==> src/rtl/rdbuf_pkg.sv <==
package rdbuf_pkg;
  // Strobes issued by the control to the datapath each cycle
  typedef struct packed {
    logic load;   // pop head word and emit its first beat
    logic shift;  // emit next beat of the word in flight
  } rdbufStrobes_t;
endpackage

==> src/rtl/rdbuf_fifo.sv <==
module rdbuf_fifo #(
  parameter int WORD_W = 16,
  parameter int DEPTH  = 4,
  localparam int PTR_W = (DEPTH > 1) ? $clog2(DEPTH) : 1
) (
  input  logic              clk,
  input  logic              rstN,
  input  logic              push,
  input  logic [WORD_W-1:0] pushData,
  input  logic              pop,
  output logic [WORD_W-1:0] headData,
  output logic [PTR_W:0]    fillLevel
);
  logic [WORD_W-1:0] mem [DEPTH];
  logic [PTR_W-1:0]  wrPtr, rdPtr;

  function automatic logic [PTR_W-1:0] nextPtr(input logic [PTR_W-1:0] p);
    return (p == PTR_W'(DEPTH-1)) ? '0 : p + 1'b1;
  endfunction

  assign headData = mem[rdPtr];

  always_ff @(posedge clk) begin
    if (push) mem[wrPtr] <= pushData;
  end

  always_ff @(posedge clk) begin
    if (!rstN) begin
      wrPtr     <= '0;
      rdPtr     <= '0;
      fillLevel <= '0;
    end else begin
      if (push) wrPtr <= nextPtr(wrPtr);
      if (pop)  rdPtr <= nextPtr(rdPtr);
      case ({push, pop})
        2'b10:   fillLevel <= fillLevel + 1'b1;
        2'b01:   fillLevel <= fillLevel - 1'b1;
        default: fillLevel <= fillLevel;
      endcase
    end
  end
endmodule

==> src/rtl/rdbuf_datapath.sv <==
module rdbuf_datapath
  import rdbuf_pkg::*;
#(
  parameter int WORD_W = 16,
  parameter int DEPTH  = 4,
  localparam int PTR_W = (DEPTH > 1) ? $clog2(DEPTH) : 1
) (
  input  logic              clk,
  input  logic              rstN,
  input  logic              wrValid,
  input  logic [WORD_W-1:0] wrData,
  input  rdbufStrobes_t     strb,
  output logic              empty,
  output logic [PTR_W:0]    fillLevel,
  output logic              overflow,
  output logic [1:0]        laneRise,
  output logic [1:0]        laneFall,
  output logic              frame
);
  logic [WORD_W-1:0] headData;
  logic [WORD_W-1:0] shiftReg;
  logic              full;
  logic              accept;

  assign empty  = (fillLevel == '0);
  assign full   = (fillLevel == (PTR_W+1)'(DEPTH));
  // A pop in the same cycle frees the slot the write needs
  assign accept = wrValid && (!full || strb.load);

  rdbuf_fifo #(.WORD_W(WORD_W), .DEPTH(DEPTH)) i_fifo (
    .clk      (clk),
    .rstN     (rstN),
    .push     (accept),
    .pushData (wrData),
    .pop      (strb.load),
    .headData (headData),
    .fillLevel(fillLevel)
  );

  always_ff @(posedge clk) begin
    if (!rstN) begin
      shiftReg <= '0;
      laneRise <= '0;
      laneFall <= '0;
      frame    <= 1'b0;
      overflow <= 1'b0;
    end else begin
      if (wrValid && !accept) overflow <= 1'b1;
      if (strb.load) begin
        laneRise <= headData[WORD_W-1 -: 2];
        laneFall <= headData[WORD_W-3 -: 2];
        shiftReg <= headData << 4;
        frame    <= 1'b1;
      end else if (strb.shift) begin
        laneRise <= shiftReg[WORD_W-1 -: 2];
        laneFall <= shiftReg[WORD_W-3 -: 2];
        shiftReg <= shiftReg << 4;
        frame    <= 1'b0;
      end else begin
        laneRise <= '0;
        laneFall <= '0;
        frame    <= 1'b0;
      end
    end
  end
endmodule

==> src/rtl/rdbuf_ctrl.sv <==
module rdbuf_ctrl
  import rdbuf_pkg::*;
#(
  parameter int WORD_W = 16,
  localparam int BEATS  = WORD_W / 4,
  localparam int BEAT_W = $clog2(BEATS + 1)
) (
  input  logic          clk,
  input  logic          rstN,
  input  logic          tokenIn,
  input  logic          empty,
  output rdbufStrobes_t strb,
  output logic          tokenOut
);
  logic              hasToken;
  logic [BEAT_W-1:0] beatsLeft;
  logic              grant, wordDone, passNow;

  assign grant    = tokenIn || hasToken;
  assign wordDone = (beatsLeft == '0);
  assign passNow  = grant && wordDone && empty;

  always_comb begin
    strb.load  = grant && wordDone && !empty;
    strb.shift = !wordDone;
  end

  always_ff @(posedge clk) begin
    if (!rstN) begin
      hasToken  <= 1'b0;
      beatsLeft <= '0;
      tokenOut  <= 1'b0;
    end else begin
      tokenOut <= passNow;
      if (strb.load) begin
        hasToken  <= 1'b1;
        beatsLeft <= BEAT_W'(BEATS - 1);
      end else if (strb.shift) begin
        beatsLeft <= beatsLeft - 1'b1;
      end
      if (passNow) hasToken <= 1'b0;
    end
  end
endmodule

==> src/rtl/ddr_readout_buffer.sv <==
module ddr_readout_buffer
  import rdbuf_pkg::*;
#(
  parameter int WORD_W = 16,
  parameter int DEPTH  = 4
) (
  input  logic              clk,
  input  logic              rstN,
  input  logic              wrValid,
  input  logic [WORD_W-1:0] wrData,
  input  logic              tokenIn,
  output logic              tokenOut,
  output logic [1:0]        laneRise,
  output logic [1:0]        laneFall,
  output logic              frame,
  output logic              overflow
);
  localparam int PTR_W = (DEPTH > 1) ? $clog2(DEPTH) : 1;

  rdbufStrobes_t     strb;
  logic              empty;
  logic [PTR_W:0]    fillLevel;

  rdbuf_ctrl #(.WORD_W(WORD_W)) i_ctrl (
    .clk     (clk),
    .rstN    (rstN),
    .tokenIn (tokenIn),
    .empty   (empty),
    .strb    (strb),
    .tokenOut(tokenOut)
  );

  rdbuf_datapath #(.WORD_W(WORD_W), .DEPTH(DEPTH)) i_dp (
    .clk      (clk),
    .rstN     (rstN),
    .wrValid  (wrValid),
    .wrData   (wrData),
    .strb     (strb),
    .empty    (empty),
    .fillLevel(fillLevel),
    .overflow (overflow),
    .laneRise (laneRise),
    .laneFall (laneFall),
    .frame    (frame)
  );
endmodule

==> config.mk <==
export PLATFORM = sky130hd
export DESIGN_NAME = ddr_readout_buffer
export DESIGN_NICKNAME = d
export VERILOG_FILES = /design/src/rtl/rdbuf_pkg.sv /design/src/rtl/rdbuf_fifo.sv /design/src/rtl/rdbuf_datapath.sv /design/src/rtl/rdbuf_ctrl.sv /design/src/rtl/ddr_readout_buffer.sv
export SDC_FILE = /design/constraint.sdc
export NUM_CORES = 1
export LEC_CHECK = 0
export ABC_CLOCK_PERIOD_IN_PS = 4800
export BUFFER_PORTS_ARGS = -buffer_cell sky130_fd_sc_hd__buf_2
export CORE_MARGIN = 5
export CORE_UTILIZATION = 60
export DETAILED_ROUTE_END_ITERATION = 8
export HOLD_SLACK_MARGIN = 0.08
export PLACE_DENSITY = 0.85
export SETUP_SLACK_MARGIN = 0.4
export SYNTH_ARGS = -nofsm -noshare
export SYNTH_HDL_FRONTEND = slang
export SYNTH_SLANG_ARGS = --single-unit
==> constraint.sdc <==
create_clock -name clk -period 4.8 [get_ports clk]
set_input_delay 0.24 -clock clk [delete_from_list [all_inputs] [get_ports clk]]
set_output_delay 0.24 -clock clk [all_outputs]
set_load 0.01 [all_outputs]
# Word-level counts from Yosys, hierarchy flattened

Memories as Yosys holds them, arrays and structs flattened. A register that Yosys moved wholly into a read port is not among the register bits.
Index checks and enable logic that the tools add are counted.
W data, S select, Z words.

Word-level logic and storage cells: 56
Memories kept: 1
Input bits: 20
Register bits: 30
Output and inout bits: 7
RAM bits: 64

Memory list:

| memory          | words | bits a word | rd ports | clocked after Yosys merged registers in | write ports | RTL line         | text |
|---|---|---|---|---|---|---|---|
| i_dp.i_fifo.mem | 4     | 16          | 1        | 1                                       | 1           | rdbuf_fifo.sv:14 | `logic [WORD_W-1:0] mem [DEPTH];` |

Reductions and logical operators: 15
Equal/unequal tests: 6
Add/subtract/negate cells: 5
Mux-type cells: 16
Bitwise logic cells: 1

Operators by type and width:

| cell                  | number |
|---|---|
| $mux W16              | 2 |
| $mux W2               | 10 |
| $eq A2 B2 Y1 const B  | 3 |
| $logic_not A3 Y1      | 2 |
| $pmux W3 S2           | 1 |
| $sub A3 B1 Y3 const B | 2 |
| $logic_and A1 B1 Y1   | 5 |
| $add A2 B1 Y2 const B | 2 |
| $reduce_or A2 Y1      | 2 |
| $add A3 B1 Y3 const B | 1 |
| $eq A3 B3 Y1 const B  | 1 |
| $logic_not A1 Y1      | 3 |
| $mux W1               | 3 |
| $eq A2 B1 Y1 const B  | 1 |
| $logic_or A1 B1 Y1    | 2 |
| $ne A2 B1 Y1 const B  | 1 |
| $reduce_bool A2 Y1    | 1 |
| $not A1 Y1            | 1 |

# Logic depth before layout (Yosys ltp)

Depth after elaboration: 7
Mapped depth: 12
Depth with buffers taken out: 10

# By module

A second synthesis with hierarchy kept.

Cells, all modules: 231
Area, all modules: 3876.2 sq um

By module, submodules not included:

| module         | area an instance (sq um) | cells an instance | sequential area each (sq um) | times used |
|---|---|---|---|---|
| rdbuf_fifo     | 2786.4                   | 125               | 2102.0                       | 1 |
| rdbuf_datapath | 847.1                    | 79                | 360.3                        | 1 |
| rdbuf_ctrl     | 242.7                    | 27                | 100.1                        | 1 |

# Least setup slack after synthesis

No wires, ideal clock.

Path kind: reg-to-reg
From: register i_ctrl.beatsLeft[0]
To: register i_dp.i_fifo.fillLevel[2]
Path buffers: 2
Setup time: 120 ps
Required time: 4680 ps
Arrival time: 2373 ps
Path slack: 2307 ps
Cell stages (with the launch flop): 13
Period minus slack after synthesis: 2493 ps
Path through: dfxtp_1 > inv_1 > ha_1 > nand2b_1 > buf_2 > nor3_2 > buf_2 > nand2_1 > fa_1 > nor2b_1 > o21ai_0 > o211a_1 > o31a_1

Cells in the longest elaborated chain, start to end: 7
Elaborated cells between the ends (all ways): 9
Classes of those cells: eq/ne (2); mux (1); reduce/logical (6)

Ends and longest elaborated chain:

| element                                                  | RTL line             | text |
|---|---|---|
| from (decl)                                              | rdbuf_ctrl.sv:16     | `logic [BEAT_W-1:0] beatsLeft;` |
| from (signal assigned)                                   | rdbuf_ctrl.sv:37     | `beatsLeft <= BEAT_W'(BEATS - 1);` |
| from (signal assigned)                                   | rdbuf_ctrl.sv:39     | `beatsLeft <= beatsLeft - 1'b1;` |
| $logic_not A3 Y1 *                                       | rdbuf_ctrl.sv:20     | `assign wordDone = (beatsLeft == '0);` |
| $logic_and A1 B1 Y1 * (2 in a row)                       | rdbuf_ctrl.sv:24     | `strb.load = grant && wordDone && !empty;` |
| $logic_or A1 B1 Y1                                       | rdbuf_datapath.sv:28 | `assign accept = wrValid && (!full \|\| strb.load);` |
| $logic_and A1 B1 Y1                                      | rdbuf_datapath.sv:28 |  |
| $eq A2 B1 Y1 / $eq A2 B2 Y1 (equally long branches)      | rdbuf_fifo.sv:35     | `case ({push, pop})` |
| $pmux W3 S2 / $reduce_bool A2 Y1 (equally long branches) | n/a                  |  |
| to (signal assigned)                                     | rdbuf_fifo.sv:36     | `2'b10: fillLevel <= fillLevel + 1'b1;` |
| to (signal assigned)                                     | rdbuf_fifo.sv:37     | `2'b01: fillLevel <= fillLevel - 1'b1;` |
| to (signal assigned)                                     | rdbuf_fifo.sv:38     | `default: fillLevel <= fillLevel;` |
| to (decl)                                                | rdbuf_fifo.sv:12     | `output logic [PTR_W:0] fillLevel` |

Mark *: on every way between the ends. The rest lies on a longest branch, timed or not.
A chain may end at the register's enable or synchronous reset.

# Worst setup path in the final report

Same ends and word-level chain as after synthesis.

==> summary.txt <==
# diodes -> 0
Final Wtd Congestion -> 0.805
Setup Crit Path Kind -> flop to flop
CP cell instances -> inv_1 > ha_1 > nand2b_1 > nor3_2 > nand2_1 > fa_1 > nor2b_1 > o21ai_0 > o211a_1 > o31a_1
Worst r2r src -> i_ctrl.beatsLeft[0]
Total negative slack -> 0 ps
CTS root buf -> clkbuf_8
Worst endpoint required time -> 5050 ps
Fin crit share -> 0.691
Leading cell type by number of instances after synthesis -> edfxtp_1
Synth Warn # -> 0
Vias/cell -> 5.95
Remaining antenna violation count -> 0
Synth unique cells -> 36
WP data arrival -> 3570 ps
Core box area -> 5960 µm²
Total power per unit cell area -> 449 nW/µm²
All-Layer GR Usage -> 0.185
Number of synthesized flops with an enable pin -> 64
Register area share after synthesis -> 0.690
Worst skew pair latency -> 350 ps
Vias in the first global route -> 2159
# clock sinks -> 96
Crit path capture type -> flop
RSZ-0062 raised after global routing -> no
Total Wirelength -> 6400 µm
Hold Violations, Final -> 0
Highest-delay cell along the critical path -> nor3_2
Fin Hold WS -> 96.0 ps
Die area -> 7870 µm²
Remaining DRCs -> 0
WHS Path Cells -> 1
CTS buffer count -> 9
Min cycle time layout -> 3320 ps
Mapped cell area -> 3720 µm²
Reg clk slew, reported paths -> 90 ps
# fillers -> 395
Largest net degree at the start of global routing -> 24
Initial DRT Pass Iterations -> 4
Yosys reg bits -> 96
Top cell type's share of synthesized area -> 0.517
CP Launch Type -> flop
Status -> complete, no violations
Hold/Removal Path Class -> input pin to flop
Top post-synthesis cells by area -> edfxtp_1 52%, dfxtp_1 17%, mux4_2 9.7%, a21oi_1 2.6%, ha_1 2.4%
Worst-margin pin slew -> 1040 ps
H-tree depth -> 3
First-pass GRT wire length -> 10700 µm
Cells after synthesis -> 242
WL per Instance -> 18.5 µm
Max Cap Viol -> 0
Ys flop type -> edfxtp_1
Initial Utilization -> 0.624
Reg area -> 2560 µm²
Initial antenna violation count -> 0
Area of the multi-input gates -> 1060 µm²
Post-synth ARST share -> 0
Setup Viol. Count Final -> 0
Largest area contributor in the synthesized netlist -> edfxtp_1
Die height -> 88.7 µm
Vias -> 2060
CTS tree -> done
CTS Buffer Depth -> 2
Layout area overhead -> 9.33%
Max frequency -> 302 MHz
Hpwl dp -> 4100 µm
Layout cells sized above 1 -> 0.218
Nets -> 295
Post-synth top cells -> 64 x edfxtp_1, 32 x dfxtp_1, 19 x a21oi_1
Syn avg cell area -> 15.4 µm²
Final Slew Violations -> 0
CP Max Fanout -> 20
Grt ovf -> 0
PortBufs -> 26
Post-CTS Setup Bufs -> 0
Syn_nets -> 270
Row count -> 28
LEAKAGE -> 1.37 nW
Worst rel slew slack -> 0.308
Number of DRC markers in iteration 0 -> 235
Crit path largest cell delay -> 870 ps
I/O pin count -> 27
Die Wd -> 88.7 µm
VDD IR max -> 0.000440 V
HP Start -> wrData[15]
Worst R2R Path Depth -> 10
Clock skew -> 7.23 ps
Setup crit start -> i_ctrl.beatsLeft[0]
repair_timing:
item,in CTS,in global routing
hold endpoints to repair,0,3
gates resized for setup,0,0
hold buffers,0,1
stage by stage:
stage | std cells | utilization | power (W) | cell area (µm²) | worst slack, ps
after floorplan | 242 | - | 0.00129 | 3720 | 2310
after global placement | 330 | 0.652 | 0.00136 | 3880 | 1700
after detailed placement | 330 | 0.652 | 0.00138 | 3880 | 1500
after CTS | 345 | 0.680 | 0.00183 | 4050 | 1500
after global routing | 346 | 0.682 | 0.00192 | 4060 | 1160
final | 346 | 0.682 | 0.00182 | 4060 | 1480
path summary, 6_finish.rpt:
path,endpoint,slack [ps]
worst max-delay path,i_dp.i_fifo.fillLevel[2],1480
worst min-delay path,i_dp.i_fifo.mem[2][15],100
worst max register to register,i_dp.i_fifo.fillLevel[2],1480
worst min register to register,i_dp.shiftReg[8],470
state kept, by name (all words and copies together) (netlist names), named ones only:
name and cells:
i_ctrl.beatsLeft 3, i_ctrl.hasToken 1, i_ctrl.tokenOut 1, i_dp.frame 1, i_dp.i_fifo.fillLevel 3, i_dp.i_fifo.mem 64
i_dp.i_fifo.rdPtr 2, i_dp.i_fifo.wrPtr 2, i_dp.laneFall 2, i_dp.laneRise 2, i_dp.overflow 1, i_dp.shiftReg 12
cell families after synthesis:
logic type	after synthesis	synth area share
flops	96	0.690
simple gates	52	0.0694
compound gates	42	0.0748
buf+inv	22	0.0253
mux	19	0.105
fa+ha+maj	8	0.0290
xor+xnor	3	0.00707
where the power goes:
group / switching, W / internal [W]
logic: 0.000217 / 0.000140
clock network: 0.000273 / 0.000187
registers: 0.0000452 / 0.000962
total: 0.000535 / 0.00129
placed cells by master, fill, tap and decap left out, types with 5 or more instances in the layout:
cell type,n
nor2_1,8
dfxtp_1,32
buf_2,26
a22oi_1,8
inv_1,8
a21oi_1,19
edfxtp_1,64
clkbuf_8,9
nand3_1,12
nand2_1,15
and2_1,5
mux4_2,16
ha_1,7
per-layer routing:
layer / GRT usage / part of all wire / up-vias
met5: 0 / 0 / -
li1: - / - / 974
met1: 0.245 / 0.44 / 1024
met3: 0.0466 / 0.045 / 6
met2: 0.302 / 0.51 / 56
met4: 0.0577 / 0.011 / 0
final cells by class:
class,count,area share
Multi-Input combinational cell,124,0.261
Tap cell,75,0.0231
Timing Repair Buffer,28,0.0363
Sequential cell,96,0.631
Clock inverter,6,0.0111
Clock buffer,9,0.0305
Inverter,8,0.00739
worst max-delay path, delay by kind of cell (launching register included):
family | cells | cell delay [ps]
AND/OR/NAND/NOR | 4 | 1590
adder cells (fa/ha/maj) | 2 | 620
AO/OA/AOI/OAI | 3 | 590
flip-flops | 1 | 310
buffers and inverters | 1 | 100
Note: power is estimated with default switching activity, not from simulation.
